==> src/rtl/pack_pkg.sv <==
package pack_pkg;

  typedef enum logic [2:0] {
    PH_IDLE,
    PH_KEYS,
    PH_TAIL,
    PH_PAD,
    PH_LEN
  } phase_t;

  typedef enum logic [1:0] {
    SEL_ACC,
    SEL_TAIL,
    SEL_ZERO,
    SEL_LEN
  } wordSel_t;

  typedef struct packed {
    logic       capture;
    logic       loadByte;
    logic       clearAcc;
    wordSel_t   wordSel;
    logic [1:0] tailStep;
    logic [1:0] leftover;
  } ctrlStrobe_t;

  typedef struct packed {
    logic [31:0] data;
    logic [2:0]  text;
  } tailWord_t;

  // Tail layout chosen by the number of carried key bytes
  function automatic tailWord_t tailWord(input logic [1:0] left,
                                         input logic [1:0] step,
                                         input logic [31:0] acc,
                                         input logic [15:0] stat);
    tailWord_t w;
    w.data = '0;
    w.text = 3'd0;
    unique case (left)
      2'd0: begin
        if (step == 2'd0) begin w.data = {16'h0, stat}; w.text = 3'd2; end
        else if (step == 2'd2) w.text = 3'd2;
      end
      2'd1: begin
        if (step == 2'd0) begin w.data = {8'h0, acc[31:24], stat}; w.text = 3'd3; end
        else if (step == 2'd2) w.text = 3'd1;
      end
      2'd2: begin
        if (step == 2'd0) begin w.data = {acc[31:16], stat}; w.text = 3'd4; end
      end
      default: begin
        if (step == 2'd0) begin w.data = {acc[31:8], stat[15:8]}; w.text = 3'd4; end
        else if (step == 2'd1) begin w.data = {24'h0, stat[7:0]}; w.text = 3'd1; end
        else if (step == 2'd3) w.text = 3'd3;
      end
    endcase
    return w;
  endfunction

endpackage

==> src/rtl/pack_datapath.sv <==
module pack_datapath
  import pack_pkg::*;
#(
  parameter int DEV_W = 7
) (
  input  logic              clk,
  input  logic              rstN,
  input  ctrlStrobe_t       strobe,
  input  logic [DEV_W-1:0]  devCount,
  input  logic [15:0]       statusWord,
  input  logic [7:0]        keyByte,
  output logic [2:0]        fill,
  output logic [31:0]       wordData,
  output logic [2:0]        wordText
);

  logic [31:0]      acc;
  logic [15:0]      statusReg;
  logic [DEV_W-1:0] countReg;
  logic [31:0]      lenVal;
  tailWord_t        tailW;

  always_ff @(posedge clk or negedge rstN) begin
    if (!rstN) begin
      acc       <= '0;
      fill      <= '0;
      statusReg <= '0;
      countReg  <= '0;
    end else if (strobe.capture) begin
      acc       <= '0;
      fill      <= '0;
      statusReg <= statusWord;
      countReg  <= devCount;
    end else if (strobe.clearAcc) begin
      acc  <= '0;
      fill <= '0;
    end else if (strobe.loadByte) begin
      acc[(3 - fill[1:0]) * 8 +: 8] <= keyByte;
      fill <= fill + 3'd1;
    end
  end

  always_comb begin
    lenVal = (32'(countReg) * 32'd5 + 32'd10) * 32'd8;
    tailW  = tailWord(strobe.leftover, strobe.tailStep, acc, statusReg);
    unique case (strobe.wordSel)
      SEL_ACC:  begin wordData = acc;        wordText = 3'd4; end
      SEL_TAIL: begin wordData = tailW.data; wordText = tailW.text; end
      SEL_ZERO: begin wordData = '0;         wordText = 3'd4; end
      default:  begin wordData = lenVal;     wordText = 3'd4; end
    endcase
  end

endmodule

==> src/rtl/pack_ctrl.sv <==
module pack_ctrl
  import pack_pkg::*;
#(
  parameter int DEV_W = 7
) (
  input  logic              clk,
  input  logic              rstN,
  input  logic              startReq,
  input  logic [DEV_W-1:0]  devCount,
  input  logic              keyValid,
  input  logic              wordReady,
  input  logic [2:0]        fill,
  output logic              keyReady,
  output logic              wordValid,
  output logic              blockStart,
  output logic              hashDone,
  output logic              rejectPulse,
  output logic              busy,
  output ctrlStrobe_t       strobe
);

  localparam int MAX_DEV  = (1 << DEV_W) - 1;
  localparam int KL_W     = $clog2(5 * MAX_DEV + 1);
  localparam int IDX_W    = $clog2(5 * MAX_DEV + 10 + 64) + 1;
  localparam logic [5:0] LEN_SLOT = 6'd60;

  phase_t           phase;
  logic [KL_W-1:0]  keysLeft;
  logic [IDX_W-1:0] byteIdx;
  logic [1:0]       step;
  logic [1:0]       left;
  logic             xfer;
  logic             tailLast;
  logic             padAtLen;

  always_comb begin
    padAtLen  = (byteIdx[5:0] == LEN_SLOT);
    wordValid = ((phase == PH_KEYS) && (fill == 3'd4)) ||
                (phase == PH_TAIL) ||
                ((phase == PH_PAD) && !padAtLen) ||
                (phase == PH_LEN);
    keyReady  = (phase == PH_KEYS) && (fill != 3'd4) && (keysLeft != '0);
    xfer      = wordValid && wordReady;
    tailLast  = (left == 2'd3) ? (step == 2'd3) : (step == 2'd2);
    blockStart = wordValid && (byteIdx[5:0] == 6'd0);
    busy      = (phase != PH_IDLE);

    strobe.capture  = (phase == PH_IDLE) && startReq && (devCount != '0);
    strobe.loadByte = keyReady && keyValid;
    strobe.clearAcc = (phase == PH_KEYS) && xfer;
    strobe.tailStep = step;
    strobe.leftover = left;
    unique case (phase)
      PH_TAIL: strobe.wordSel = SEL_TAIL;
      PH_PAD:  strobe.wordSel = SEL_ZERO;
      PH_LEN:  strobe.wordSel = SEL_LEN;
      default: strobe.wordSel = SEL_ACC;
    endcase
  end

  always_ff @(posedge clk or negedge rstN) begin
    if (!rstN) begin
      phase       <= PH_IDLE;
      keysLeft    <= '0;
      byteIdx     <= '0;
      step        <= '0;
      left        <= '0;
      hashDone    <= 1'b0;
      rejectPulse <= 1'b0;
    end else begin
      hashDone    <= 1'b0;
      rejectPulse <= 1'b0;
      unique case (phase)
        PH_IDLE: begin
          if (startReq) begin
            if (devCount == '0) begin
              rejectPulse <= 1'b1;
            end else begin
              phase    <= PH_KEYS;
              keysLeft <= KL_W'(devCount) * KL_W'(5);
              byteIdx  <= '0;
            end
          end
        end
        PH_KEYS: begin
          if (xfer) begin
            byteIdx <= byteIdx + IDX_W'(4);
          end else if (strobe.loadByte) begin
            keysLeft <= keysLeft - KL_W'(1);
          end else if ((fill != 3'd4) && (keysLeft == '0)) begin
            phase <= PH_TAIL;
            step  <= 2'd0;
            left  <= fill[1:0];
          end
        end
        PH_TAIL: begin
          if (xfer) begin
            byteIdx <= byteIdx + IDX_W'(4);
            step    <= step + 2'd1;
            if (tailLast) phase <= PH_PAD;
          end
        end
        PH_PAD: begin
          if (padAtLen) phase <= PH_LEN;
          else if (xfer) byteIdx <= byteIdx + IDX_W'(4);
        end
        default: begin
          if (xfer) begin
            phase    <= PH_IDLE;
            hashDone <= 1'b1;
          end
        end
      endcase
    end
  end

endmodule

==> src/rtl/key_hash_packer.sv <==
module key_hash_packer
  import pack_pkg::*;
#(
  parameter int DEV_W = 7
) (
  input  logic              clk,
  input  logic              rstN,
  input  logic              startReq,
  input  logic [DEV_W-1:0]  devCount,
  input  logic [15:0]       statusWord,
  input  logic              keyValid,
  input  logic [7:0]        keyByte,
  output logic              keyReady,
  output logic              wordValid,
  input  logic              wordReady,
  output logic [31:0]       wordData,
  output logic [2:0]        wordText,
  output logic              blockStart,
  output logic              hashDone,
  output logic              rejectPulse,
  output logic              busy
);

  ctrlStrobe_t strobe;
  logic [2:0]  fill;

  pack_ctrl #(.DEV_W(DEV_W)) u_ctrl (
    .clk         (clk),
    .rstN        (rstN),
    .startReq    (startReq),
    .devCount    (devCount),
    .keyValid    (keyValid),
    .wordReady   (wordReady),
    .fill        (fill),
    .keyReady    (keyReady),
    .wordValid   (wordValid),
    .blockStart  (blockStart),
    .hashDone    (hashDone),
    .rejectPulse (rejectPulse),
    .busy        (busy),
    .strobe      (strobe)
  );

  pack_datapath #(.DEV_W(DEV_W)) u_data (
    .clk        (clk),
    .rstN       (rstN),
    .strobe     (strobe),
    .devCount   (devCount),
    .statusWord (statusWord),
    .keyByte    (keyByte),
    .fill       (fill),
    .wordData   (wordData),
    .wordText   (wordText)
  );

endmodule

==> config.mk <==
export PLATFORM = sky130hd
export DESIGN_NAME = key_hash_packer
export DESIGN_NICKNAME = d
export VERILOG_FILES = /design/src/rtl/pack_pkg.sv /design/src/rtl/pack_datapath.sv /design/src/rtl/pack_ctrl.sv /design/src/rtl/key_hash_packer.sv
export SDC_FILE = /design/constraint.sdc
export NUM_CORES = 1
export LEC_CHECK = 0
export BUFFER_PORTS_ARGS = -buffer_cell sky130_fd_sc_hd__buf_4
export CELL_PAD_IN_SITES_DETAIL_PLACEMENT = 0
export CELL_PAD_IN_SITES_GLOBAL_PLACEMENT = 1
export CORE_UTILIZATION = 40
export CTS_CLUSTER_SIZE = 20
export DETAILED_ROUTE_END_ITERATION = 16
export GPL_TIMING_DRIVEN = 0
export PLACE_DENSITY_LB_ADDON = 0.1
export SLEW_MARGIN = 25
export SYNTH_ARGS = -nofsm -noshare
export SYNTH_HDL_FRONTEND = slang
export SYNTH_HIERARCHICAL = 1
export SYNTH_SLANG_ARGS = --single-unit
==> constraint.sdc <==
create_clock -name clk -period 2.4 [get_ports clk]
set_clock_uncertainty 0.1 [all_clocks]
set_input_delay 0 -clock clk [delete_from_list [all_inputs] [get_ports clk]]
set_output_delay 0 -clock clk [all_outputs]
set_load 0.005 [all_outputs]
After elaboration in Yosys (flattened, before gate mapping)
Index checks and enable logic that the tools add are counted.
{"block": "word_totals", "out_inout_bits": 41, "mem_count": 0, "rom_bits": 0, "regBits": 88, "mem_bits_rw": 0, "latchBits": 0}
{"block": "op_classes", "reduce_logical": 37, "div": 0, "add_sub_neg": 7, "mux": 53, "order_cmp": 0, "shift": 2, "mul": 2, "n_bitwise": 2, "n_eq_ne": 25}
{"cell": "$pmux 35 s3", "n": 1}
{"cell": "$mux 32", "n": 3}
{"cell": "$pmux 32 s3", "n": 1}
{"cell": "$mux 35", "n": 2}
{"cell": "$mux 3", "n": 16}
{"cell": "$mux 11", "n": 4}
{"cell": "$mux 10", "n": 4}
{"cell": "$neg 32->34", "n": 1}
{"cell": "$shift 8x34->32 const A", "n": 1}
{"cell": "$shiftx 8x34->32", "n": 1}
{"cell": "$pmux 11 s3", "n": 1}
{"cell": "$bwmux 32", "n": 1}
{"cell": "$mux 24", "n": 1}
{"cell": "$mul 7x3->10 const B", "n": 2}
{"cell": "$pmux 10 s2", "n": 1}
{"cell": "$mux 16", "n": 1}
{"cell": "$ne 2x2->1 const B", "n": 7}
{"cell": "$mux 2", "n": 6}
{"cell": "$pmux 3 s4", "n": 1}
{"cell": "$add 10x4->11 const B", "n": 1}
{"cell": "$add 11x3->11 const B", "n": 1}
{"cell": "$logic_and 1x1->1", "n": 11}
{"cell": "$eq 2x2->1 const B", "n": 5}
{"cell": "$logic_not 10->1", "n": 1}
{"cell": "32 further kinds", "n": 54}

Longest topological paths before layout
Gate-level depths: netlist of run 1.
{"block": "depth", "ltp_word": 9, "depth_mapped": 12, "ltp_nobuf": 9}

Cells and area by module
Netlist of run 1, hierarchy kept.
{"module": "pack_datapath", "cells_per_inst": 314, "area_each_um2": 3343.2, "n_inst": 1}
{"module": "pack_ctrl", "cells_per_inst": 213, "area_each_um2": 1841.8, "n_inst": 1}

Worst setup path after synthesis of run 1
OpenSTA, ideal clock, no wires.
{"block": "synth_timing", "path_type": "reg2reg", "from": "register u_ctrl.phase[1]", "to": "register u_data.acc[0]", "setup_ns": 0.074, "setup_slack_ns": -0.233, "path_buffers": 3, "required_time_ns": 2.226, "stages_incl_launch_ff": 12, "period_less_slack_ns": 2.633, "arrival_time_ns": 2.459, "path_cell_list": "dfrtp_1 -> buf_2 -> and2b_1 -> nand2b_1 -> buf_2 -> nor3_1 -> and2_1 -> buf_2 -> nand2_2 -> nor3_1 -> a22oi_1 -> nor2_1"}
{"element": "from (decl)", "line_no": "pack_ctrl.sv:27", "rtl": "phase_t phase;"}
{"element": "from (signal assigned)", "line_no": "pack_ctrl.sv:63", "rtl": "phase <= PH_IDLE;"}
{"element": "from (signal assigned)", "line_no": "pack_ctrl.sv:79", "rtl": "phase <= PH_KEYS;"}
{"element": "from (signal assigned)", "line_no": "pack_ctrl.sv:91", "rtl": "phase <= PH_TAIL;"}
{"element": "to (signal, indexed assignment)", "line_no": "pack_datapath.sv:38", "rtl": "acc[(3 - fill[1:0]) * 8 +: 8] <= keyByte;"}
{"element": "to (decl)", "line_no": "pack_datapath.sv:17", "rtl": "logic [31:0] acc;"}

Worst setup path after layout of run 1
{"block": "layout_timing", "from": "register u_data.countReg[2]", "to": "output wordData[10]"}
{"block": "layout_via", "elab_chain_cells": 3}
{"element": "from (decl)", "line_no": "pack_datapath.sv:19", "rtl": "logic [DEV_W-1:0] countReg;"}
{"element": "from (signal assigned)", "line_no": "pack_datapath.sv:33", "rtl": "countReg <= devCount;"}
{"element": "$mul 7x3->10", "line_no": "pack_datapath.sv:44", "rtl": "lenVal = (32'(countReg) * 32'd5 + 32'd10) * 32'd8;"}
{"element": "$add 10x4->11", "line_no": "pack_datapath.sv:44"}
{"element": "$pmux 32 s3", "line_no": "pack_datapath.sv:46", "rtl": "unique case (strobe.wordSel)"}
{"element": "to (decl)", "line_no": "key_hash_packer.sv:16", "rtl": "output logic [31:0] wordData,"}
No other way between the ends.

==> results.md, run 1 <==
* Synth warn at 6
* Number of synthesized register bits at 81
* Setup crit start kind: register
* Mean Syn Cell Area at 9.84 um^2
* TritonCTS clock tree: yes
* Crit. End Element: primary output
* Number of fill cells at 1138
* Full die area at 0.0134 mm^2
* Syn Inst Count at 527
* Syn Nets at 599
* Synth top area share at 0.391
* Initial antenna violation count at 0
* Outcome: finished, violations left
* Achievable Freq at 379 MHz
* Post-synth EDFFs at 0
* PD cells at 1060 mW/mm^2
* CTS buffer count at 9
* Reg2reg end: u_data/countReg[2]$_DFFE_PN0P_
* Die H at 116 um
* Synth area leaders: dfrtp_1 39%, ha_1 8.2%, a22o_1 5.6%
* HP Class: primary input to async pin
* WL/cell at 17.4 um
* Commonest non-fill, non-tap cells in the layout: 102 x buf_4, 78 x dfrtp_1, 52 x nor2_1
* I/O pins at 77
* Drt via density at 5.53
* Reg2reg start: u_ctrl/phase[2]$_DFFE_PN0P_
* Worst EP arrival at 2.54 ns
* Site Rows at 41
* Max-Cap Viols at 0
* Final ANT Viol Nets at 0
* Max-slew violation count at 0
* Share of layout cells above drive strength 1 at 0.347
* Initial Util at 0.411
* Pin count of the biggest net entering global routing at 82
* CP required at 2.30 ns
* Setup crit start: u_data/countReg[2]$_DFFE_PN0P_
* Area leader, netlist: dfrtp_1
* Cell Count, Final, Fillers Out at 858
* P_leak at 3.28 nW
* Post-synthesis sequential area ratio at 0.391
* IO buf count at 76
* RSZ-0062 raised after global routing: true
* Global placement routability congestion at 0.831
* DR vias at 4745
* Peak supply drop at 0.452 mV
* Synth async-reset ratio at 1.00
* Global-route usage over all layers at 0.231
* CP max FO at 5
* Worst setup path class: register to primary output
* Iter 0 DRT Violations at 272
* Clock tree buffer depth at 2
* FF+latch area at 0.00203 mm^2
* Total iterations of the first detailed-routing run at 5
* DP Area at 0.00599 mm^2
* Grt total ovfl at 0
* Vias in the first global route at 4545
* Clk Latency, worst-skew pair at 0.34 ns
* Commonest non-fill, non-tap cell in the layout: buf_4
* PnR worst setup slack at -0.242 ns
* Final Cell Area at 0.00729 mm^2
* Slew margin rel. at 0.486
* Reg2Reg Setup Slack at 0.04 ns
* Mapped Area at 0.00518 mm^2
* Core area at 0.0126 mm^2
* Crit share post-route at 1.10
* Chip width at 116 um
* First-pass GRT wire length at 23.7 mm
* TritonCTS Sinks at 81
* # setup viols final at 6
* Fin nets at 754
* DP Cell Count at 775
* DRC viols at 0
* Final Hold Fails at 0
* Period minus WS final at 2.64 ns
* Hpwl dp at 10.2 mm
* Footprint of the multi-input gates at 0.00319 mm^2
* H-tree levels at 3
* Ys flop type: dfrtp_1
* Violated checks: negative setup slack
* Total Wirelength at 14.9 mm
* Number of antenna cells inserted at 0
* Least-Margin Pin Slew at 0.771 ns
* Post-synthesis cell type count at 69
* Layout overhead on the synthesized area at 40.5%
* Clock Root Buffer: clkbuf_16
* R2r worst-path depth at 7
* Reg clk slew, reported paths at 0.06 ns
[repair_timing]
action | in CTS | in global routing
hold buffers | 36 | 0
buffers inserted | 24 | 11
setup endpoints to repair | 89 | 62
gates cloned | 0 | 0
hold endpoints to repair | 145 | 0
resized for setup | 72 | 37
pin swaps | 26 | 17
[metrics by stage]
| step | utilization | worst slack, ns | TNS [ns] | hold slack [ns] | total power, W |
|---|---|---|---|---|---|
| floorplan | - | 0.00960 | 0 | -0.396 | 0.00430 |
| global placement | 0.474 | -0.444 | -24.73 | 0.134 | 0.00512 |
| detailed placement | 0.474 | -0.481 | -26.91 | 0.0114 | 0.00518 |
| CTS | 0.561 | -0.230 | -1.05 | 0.224 | 0.00742 |
| global route | 0.577 | -0.300 | -1.93 | 0.269 | 0.00824 |
| finish | 0.577 | -0.242 | -1.06 | 0.181 | 0.00769 |
[routing by layer]
metal / track usage / part of all wire / vias up
met3: 0.0267 / 0.038 / 16
met1: 0.305 / 0.45 / 2336
li1: - / - / 2268
met5: 0 / 0 / -
met2: 0.395 / 0.50 / 125
met4: 0.0726 / 0.013 / 0
[area by class of cell]
type	count	area share
inverter	21	0.0113
sequential	81	0.279
multi-input combinational	397	0.438
tap	172	0.0295
clock buffer	10	0.0328
clock inverter	5	0.00876
buffer	25	0.0300
timing repair buffer	147	0.171
[cell usage after synthesis, types with 4 or more instances]
| cell | n |
|---|---|
| nand4_1 | 5 |
| nor3_1 | 11 |
| a31oi_1 | 8 |
| a21oi_1 | 31 |
| ha_1 | 34 |
| buf_6 | 4 |
| nand2b_1 | 6 |
| dfrtp_1 | 81 |
| or4_1 | 4 |
| nor2_1 | 56 |
| mux2_2 | 24 |
| inv_1 | 21 |
| buf_2 | 7 |
| nand3_1 | 10 |
| and3_1 | 12 |
| and2_1 | 9 |
| or3_1 | 7 |
| nand2_1 | 21 |
| o21ai_0 | 31 |
| a22oi_1 | 14 |
| mux2i_1 | 10 |
| xnor2_1 | 5 |
| clkbuf_1 | 13 |
| a221oi_1 | 4 |
| a22o_1 | 33 |
[flip-flops by register name (all words and copies together) (netlist names)]
| name | flops |
|---|---|
| u_data/acc | 32 |
| u_data/statusReg | 16 |
| u_ctrl/keysLeft | 10 |
| u_data/countReg | 7 |
| u_ctrl/byteIdx | 4 |
| u_ctrl/phase | 3 |
| u_data/fill | 3 |
| u_ctrl/left | 2 |
| u_ctrl/step | 2 |
| u_ctrl/hashDone | 1 |
| u_ctrl/rejectPulse | 1 |
[worst max path at each step]
stage                                 end  cells past startpoint
6_report                     wordData[10]                      9
5_1_grt                      wordData[10]                      8
4_1_cts                      wordData[11]                     10
3_5_place_dp   u_data/acc[25]$_DFFE_PN0P_                      8
3_3_place_gp   u_data/acc[27]$_DFFE_PN0P_                      8
2_1_floorplan  u_data/acc[10]$_DFFE_PN0P_                     11
[where the power goes]
part           switching [W]  internal, W  total, W
registers           0.000444      0.00177   0.00221
logic                0.00194      0.00212   0.00406
clock network       0.000586     0.000836   0.00142
total                0.00297      0.00472   0.00769
[cell families (layout without fill, tap and decap cells)]
kind of cell	Yosys count	count (layout)	share of synthesized area
AND/OR/NAND/NOR	163	163	0.171
AO/OA/AOI/OAI	156	156	0.218
flip-flops	81	81	0.391
adder cells (fa/ha/maj)	36	36	0.0898
XOR/XNOR	8	8	0.0135
buffers and inverters	49	208	0.0446
multiplexers	34	34	0.0714
[critical path, cell delays in order, from the launching register on]
cell     delay (ns)
dfrtp_2        0.44
buf_6          0.14
ha_4           0.24
ha_4           0.24
ha_4           0.17
or3_4          0.36
o221a_4        0.24
xnor2_2        0.13
o21ai_1        0.12
buf_4          0.13
No activity file was read; power rests on OpenSTA's default activity.
==> run 2: changes to the inputs <==
BUFFER_PORTS_ARGS = -buffer_cell sky130_fd_sc_hd__buf_2   (was -buffer_cell sky130_fd_sc_hd__buf_4)
==> run 2 against run 1 <==
Effect of this change:
- the flow still finishes with violations (negative setup slack)
- largest power group unchanged
- highest routed layer unchanged
- cell area decreased by 1.4%
- critical path type unchanged
- die area is the same
- largest cell class unchanged
- via count is 0.36% lower
==> results.md, run 2 (same netlist as run 1, synthesis figures left out) <==
* Chip width at 116 um
* Commonest non-fill, non-tap cells in the layout: 80 x dfrtp_1, 78 x buf_2, 51 x nor2_1
* Iter 0 DRT Violations at 295
* Cell internal pwr at 0.00473 W
* Comb power frac at 0.529
* Reg2reg start: u_ctrl/phase[0]$_DFFE_PN0P_
* Setup crit start kind: register
* Cell Chain, Critical Path: buf_4 > ha_4 > ha_4 > ha_4 > a211oi_2 > nor2_1 > or4_1 > nand3_1 > buf_2
* WL/cell at 17.4 um
* PnR worst setup slack at -0.210 ns
* Switch share at 0.385
* Slew margin rel. at 0.610
* Footprint of the multi-input gates at 0.00320 mm^2
* P_leak at 3.32 nW
* Share of layout cells above drive strength 1 at 0.344
* Full die area at 0.0134 mm^2
* HP Class: primary input to async pin
* Crit. End Element: primary output
* Clk Latency, worst-skew pair at 0.35 ns
* Worst EP arrival at 2.51 ns
* Die H at 116 um
* WHS at 0.0973 ns
* Final Hold Fails at 0
* CP Depth at 9
* Number of fill cells at 1133
* FF+latch area at 0.00203 mm^2
* Violated checks: negative setup slack
* Clock tree buffer depth at 2
* TritonCTS Sinks at 81
* Global-route usage over all layers at 0.234
* Register with the most flip-flops: u_data/acc
* Sequential group share of total power at 0.286
* Initial Util at 0.411
* RSZ-0062 raised after global routing: true
* Max-slew violation count at 0
* Outcome: finished, violations left
* DRC viols at 0
* Pin count of the biggest net entering global routing at 44
* Grt total ovfl at 0
* CP required at 2.30 ns
* Period minus WS final at 2.61 ns
* Net Switching at 0.00296 W
* I/O pins at 77
* CP max stage delay at 0.41 ns
* TritonCTS clock tree: yes
* Dpl ws at -0.451 ns
* Vias in the first global route at 4556
* Achievable Freq at 383 MHz
* TNS Setup at -0.889 ns
* Hpwl dp at 10.4 mm
* Max reg flops at 32
* Site Rows at 41
* Least-Margin Pin Slew at 0.585 ns
* Critical path's slowest cell: or4_1
* Drt via density at 5.44
* Crit share post-route at 1.09
* Largest regs: u_data/acc (32), u_data/statusReg (16), u_ctrl/keysLeft (10)
* Total Wirelength at 15.1 mm
* Clock power share at 0.184
* Most frequent CP cell: ha_4
* DR vias at 4728
* IO buf count at 76
* PD cells at 1070 mW/mm^2
* Number of antenna cells inserted at 0
* R2r worst-path depth at 10
* Global placement routability congestion at 0.833
* Reg clk slew, reported paths at 0.06 ns
* Fin nets at 764
* Peak supply drop at 0.517 mV
* Clock Root Buffer: clkbuf_16
* H-tree levels at 3
* First-pass GRT wire length at 23.8 mm
* CP Buf/Inv Count at 2
* CTS buffer count at 9
* Final ANT Viol Nets at 0
* Worst setup path class: register to primary output
* Setup crit start: u_data/countReg[2]$_DFFE_PN0P_
* CP max FO at 4
* CP top delay family: adder cells
* # setup viols final at 6
* Initial antenna violation count at 0
* Commonest non-fill, non-tap cell in the layout: dfrtp_1
* Total iterations of the first detailed-routing run at 4
* Layout overhead on the synthesized area at 38.6%
* Max-Cap Viols at 0
* Core area at 0.0126 mm^2
-- run 2: cell count changes in the layout (fill, tap and decap cells not counted), sizes merged --
cell           previous run  this run
buf                     124       135
clkinv                    2         1
clkdlybuf4s15             0         1
clkbuf                   22        21
inv                      21        22
-- run 2: area by class of cell --
class                   instances  share of cell area
plain buffers                  25              0.0301
inverters                      21              0.0110
multi-input cells             397               0.446
flip-flops and latches         81               0.282
clock inverters                 5             0.00870
repair buffers                157               0.159
clock buffers                  11              0.0338
well taps                     172              0.0299
-- run 2: through the flow --
stage,instances,util,instance area [um^2],power (W)
after detailed placement,776,0.461,5820,0.00511
after floorplan,527,-,5200,0.00430
after global placement,775,0.459,5790,0.00506
after CTS,856,0.553,6980,0.00737
after global routing,869,0.570,7190,0.00827
final,869,0.570,7190,0.00769
-- run 2: worst paths after layout --
kind / endpoint / slack, ns
max in group asynchronous: u_ctrl/phase[0]$_DFFE_PN0P_ / 1.45
min in group clk: u_ctrl/phase[0]$_DFFE_PN0P_ / 0.14
worst min-delay path: u_data/statusReg[1]$_DFFE_PN0P_ / 0.1
worst max-delay path: wordData[11] / -0.21
worst max register to register: u_data/acc[20]$_DFFE_PN0P_ / 0.02
worst min register to register: u_ctrl/keysLeft[0]$_DFFE_PN0P_ / 0.41
-- run 2: power groups by stage --
stage	clock, W	combinational (W)	sequential, W
global placement	0	0.00288	0.00218
detailed placement	0	0.00291	0.00219
floorplan	0	0.00224	0.00206
global route	0.00151	0.00450	0.00226
CTS	0.00147	0.00373	0.00217
finish	0.00142	0.00407	0.00220
-- run 2: metal layers --
layer  GRT usage  vias to the layer above  part of all wire
met2       0.381                      110              0.48
met5           0                        -                 0
met3      0.0424                       13             0.037
met4      0.0786                        0             0.016
li1            -                     2298                 -
met1       0.312                     2307              0.47
-- run 2: repair_timing --
| item | 4_1_cts | 5_1_grt |
|---|---|---|
| hold buffers | 36 | 0 |
| pin swaps | 23 | 19 |
| cloned | 0 | 1 |
| setup buffers | 30 | 16 |
| setup endpoints to repair | 89 | 58 |
| endpoints found under the hold margin | 104 | 0 |
| resized for setup | 72 | 31 |
==> run 3: changes to the inputs <==
clock period = 3.1 ns   (was 2.4 ns; I/O delays follow)
==> run 3 against run 2 <==
Effect of this change:
- final cell count is 4.6% lower
- global-route usage is 1.2 points lower
- via count is 3.2% lower
- largest power group unchanged
- setup slack better by 0.43 ns
- sequential power is 24% lower
- register-to-register slack better by 0.20 ns
- highest routed layer unchanged
- first-iteration DRC count is 23% lower
- combinational power is 43% lower
- the run now ends clean
- core utilization is 5.5 points lower
- die area stayed put
- non-clock buffer count is 40 lower
- power is 34% lower
==> results.md, run 3 (same netlist as run 1, synthesis figures left out) <==
* Outcome: finished clean
* Grt total ovfl at 0
* Share of layout cells above drive strength 1 at 0.239
* Total iterations of the first detailed-routing run at 7
* Site Rows at 41
* WHS at 0.0843 ns
* Least-Margin Pin Slew at 0.749 ns
* Clock tree buffer depth at 2
* Iter 0 DRT Violations at 228
* Largest regs: u_data/acc (32), u_data/statusReg (16), u_ctrl/keysLeft (10)
* WL/cell at 17.1 um
* RSZ-0062 raised after global routing: false
* Total Wirelength at 14.2 mm
* Achievable Freq at 347 MHz
* Drt via density at 5.52
* Final Hold Fails at 0
* Clk Latency, worst-skew pair at 0.34 ns
* TritonCTS Sinks at 81
* CTS buffer count at 9
* Initial antenna violation count at 0
* First-pass GRT wire length at 22.8 mm
* Comb power frac at 0.461
* Max reg flops at 32
* CP max FO at 9
* Switch share at 0.402
* Cell internal pwr at 0.00302 W
* CP required at 3.28 ns
* Global placement routability congestion at 0.849
* Number of fill cells at 1241
* # setup viols final at 0
* TritonCTS clock tree: yes
* Hpwl dp at 10.4 mm
* I/O pins at 77
* Register with the most flip-flops: u_data/acc
* Fin util at 0.514
* Max-Cap Viols at 0
* Max-slew violation count at 0
* Fin nets at 724
* Vias in the first global route at 4374
* Core area at 0.0126 mm^2
* Final Cell Area at 0.00649 mm^2
* Crit share post-route at 0.930
* Clock power share at 0.207
* Commonest non-fill, non-tap cells in the layout: 83 x buf_2, 80 x dfrtp_1, 56 x nor2_1
* TNS Setup at 0 ns
* Setup crit start kind: register
* Initial Util at 0.411
* H-tree levels at 3
* Slew margin rel. at 0.501
* Net Switching at 0.00203 W
* Final ANT Viol Nets at 0
* Number of antenna cells inserted at 0
* IO buf count at 76
* Commonest non-fill, non-tap cell in the layout: buf_2
* Worst setup path class: register to register
* Global-route usage over all layers at 0.222
* P_leak at 3.00 nW
* PD cells at 777 mW/mm^2
* DP Area at 0.00581 mm^2
* Reg clk slew, reported paths at 0.07 ns
* Layout overhead on the synthesized area at 25.2%
* Period minus WS final at 2.88 ns
* Clock Root Buffer: clkbuf_16
* Full die area at 0.0134 mm^2
* Reg2Reg Setup Slack at 0.22 ns
* Sequential group share of total power at 0.333
* Chip width at 116 um
* HP Class: primary input to register
* DR vias at 4577
* Crit. End Element: register
* DRC viols at 0
* Peak supply drop at 0.366 mV
* Die H at 116 um
* Worst EP arrival at 3.06 ns
* Pin count of the biggest net entering global routing at 63
==> run 3: critical path, stage by stage, from the launching register on <==
cell,delay (ns)
dfrtp_1,0.36
clkbuf_1,0.18
nor4_1,0.48
and4_1,0.38
nor3_2,0.09
and2_1,0.18
buf_2,0.18
a21oi_1,0.63
a22o_1,0.26
==> run 3: final timing paths <==
kind	start	to	cells after the start
max in group asynchronous	rstN	u_ctrl/hashDone$_DFF_PN0_	3
max	u_ctrl/keysLeft[4]$_DFFE_PN0P_	u_data/acc[12]$_DFFE_PN0P_	8
max reg2reg	u_ctrl/keysLeft[4]$_DFFE_PN0P_	u_data/acc[12]$_DFFE_PN0P_	8
min	startReq	u_ctrl/byteIdx[5]$_DFFE_PN0P_	4
min reg2reg	u_ctrl/keysLeft[0]$_DFFE_PN0P_	u_ctrl/keysLeft[0]$_DFFE_PN0P_	1
min in group asynchronous	rstN	u_data/statusReg[1]$_DFFE_PN0P_	3
==> run 3: routing by layer <==
| layer | part of all wire | wire, um | GRT usage |
|---|---|---|---|
| met1 | 0.46 | 6550 | 0.291 |
| met2 | 0.48 | 6820 | 0.380 |
| met3 | 0.042 | 596 | 0.0282 |
| met4 | 0.013 | 179 | 0.0709 |
| met5 | 0 | 0 | 0 |
==> run 3: cell type report <==
| class | instances | area, um^2 | area share |
|---|---|---|---|
| clock inverter | 6 | 50.0 | 0.00771 |
| timing repair buffer | 114 | 777 | 0.120 |
| buffer | 28 | 156 | 0.0241 |
| tap | 172 | 215 | 0.0332 |
| multi-input combinational | 397 | 2950 | 0.454 |
| inverter | 21 | 78.8 | 0.0121 |
| sequential | 81 | 2030 | 0.312 |
| clock buffer | 10 | 239 | 0.0368 |
==> run 3: stage by stage <==
step	cells	power (W)	setup WS [ns]
after floorplan	527	0.00332	0.467
after global placement	775	0.00391	-0.127
after detailed placement	776	0.00394	-0.0943
after global routing	829	0.00545	0.0000424
final	829	0.00504	0.216
after CTS	829	0.00506	0.0148
==> run 3: power groups by stage <==
stage,logic [W],registers (W),clock network [W]
floorplan,0.00173,0.00159,0
global placement,0.00223,0.00168,0
detailed placement,0.00225,0.00169,0
CTS,0.00231,0.00167,0.00107
global route,0.00262,0.00172,0.00111
finish,0.00232,0.00168,0.00104
==> run 3: timing repair <==
item,in CTS,in global routing
endpoints found under the hold margin,143,0
pin swaps,1,0
hold buffers,36,0
setup buffers,1,0
gates resized for setup,2,7
setup endpoints to repair,17,48
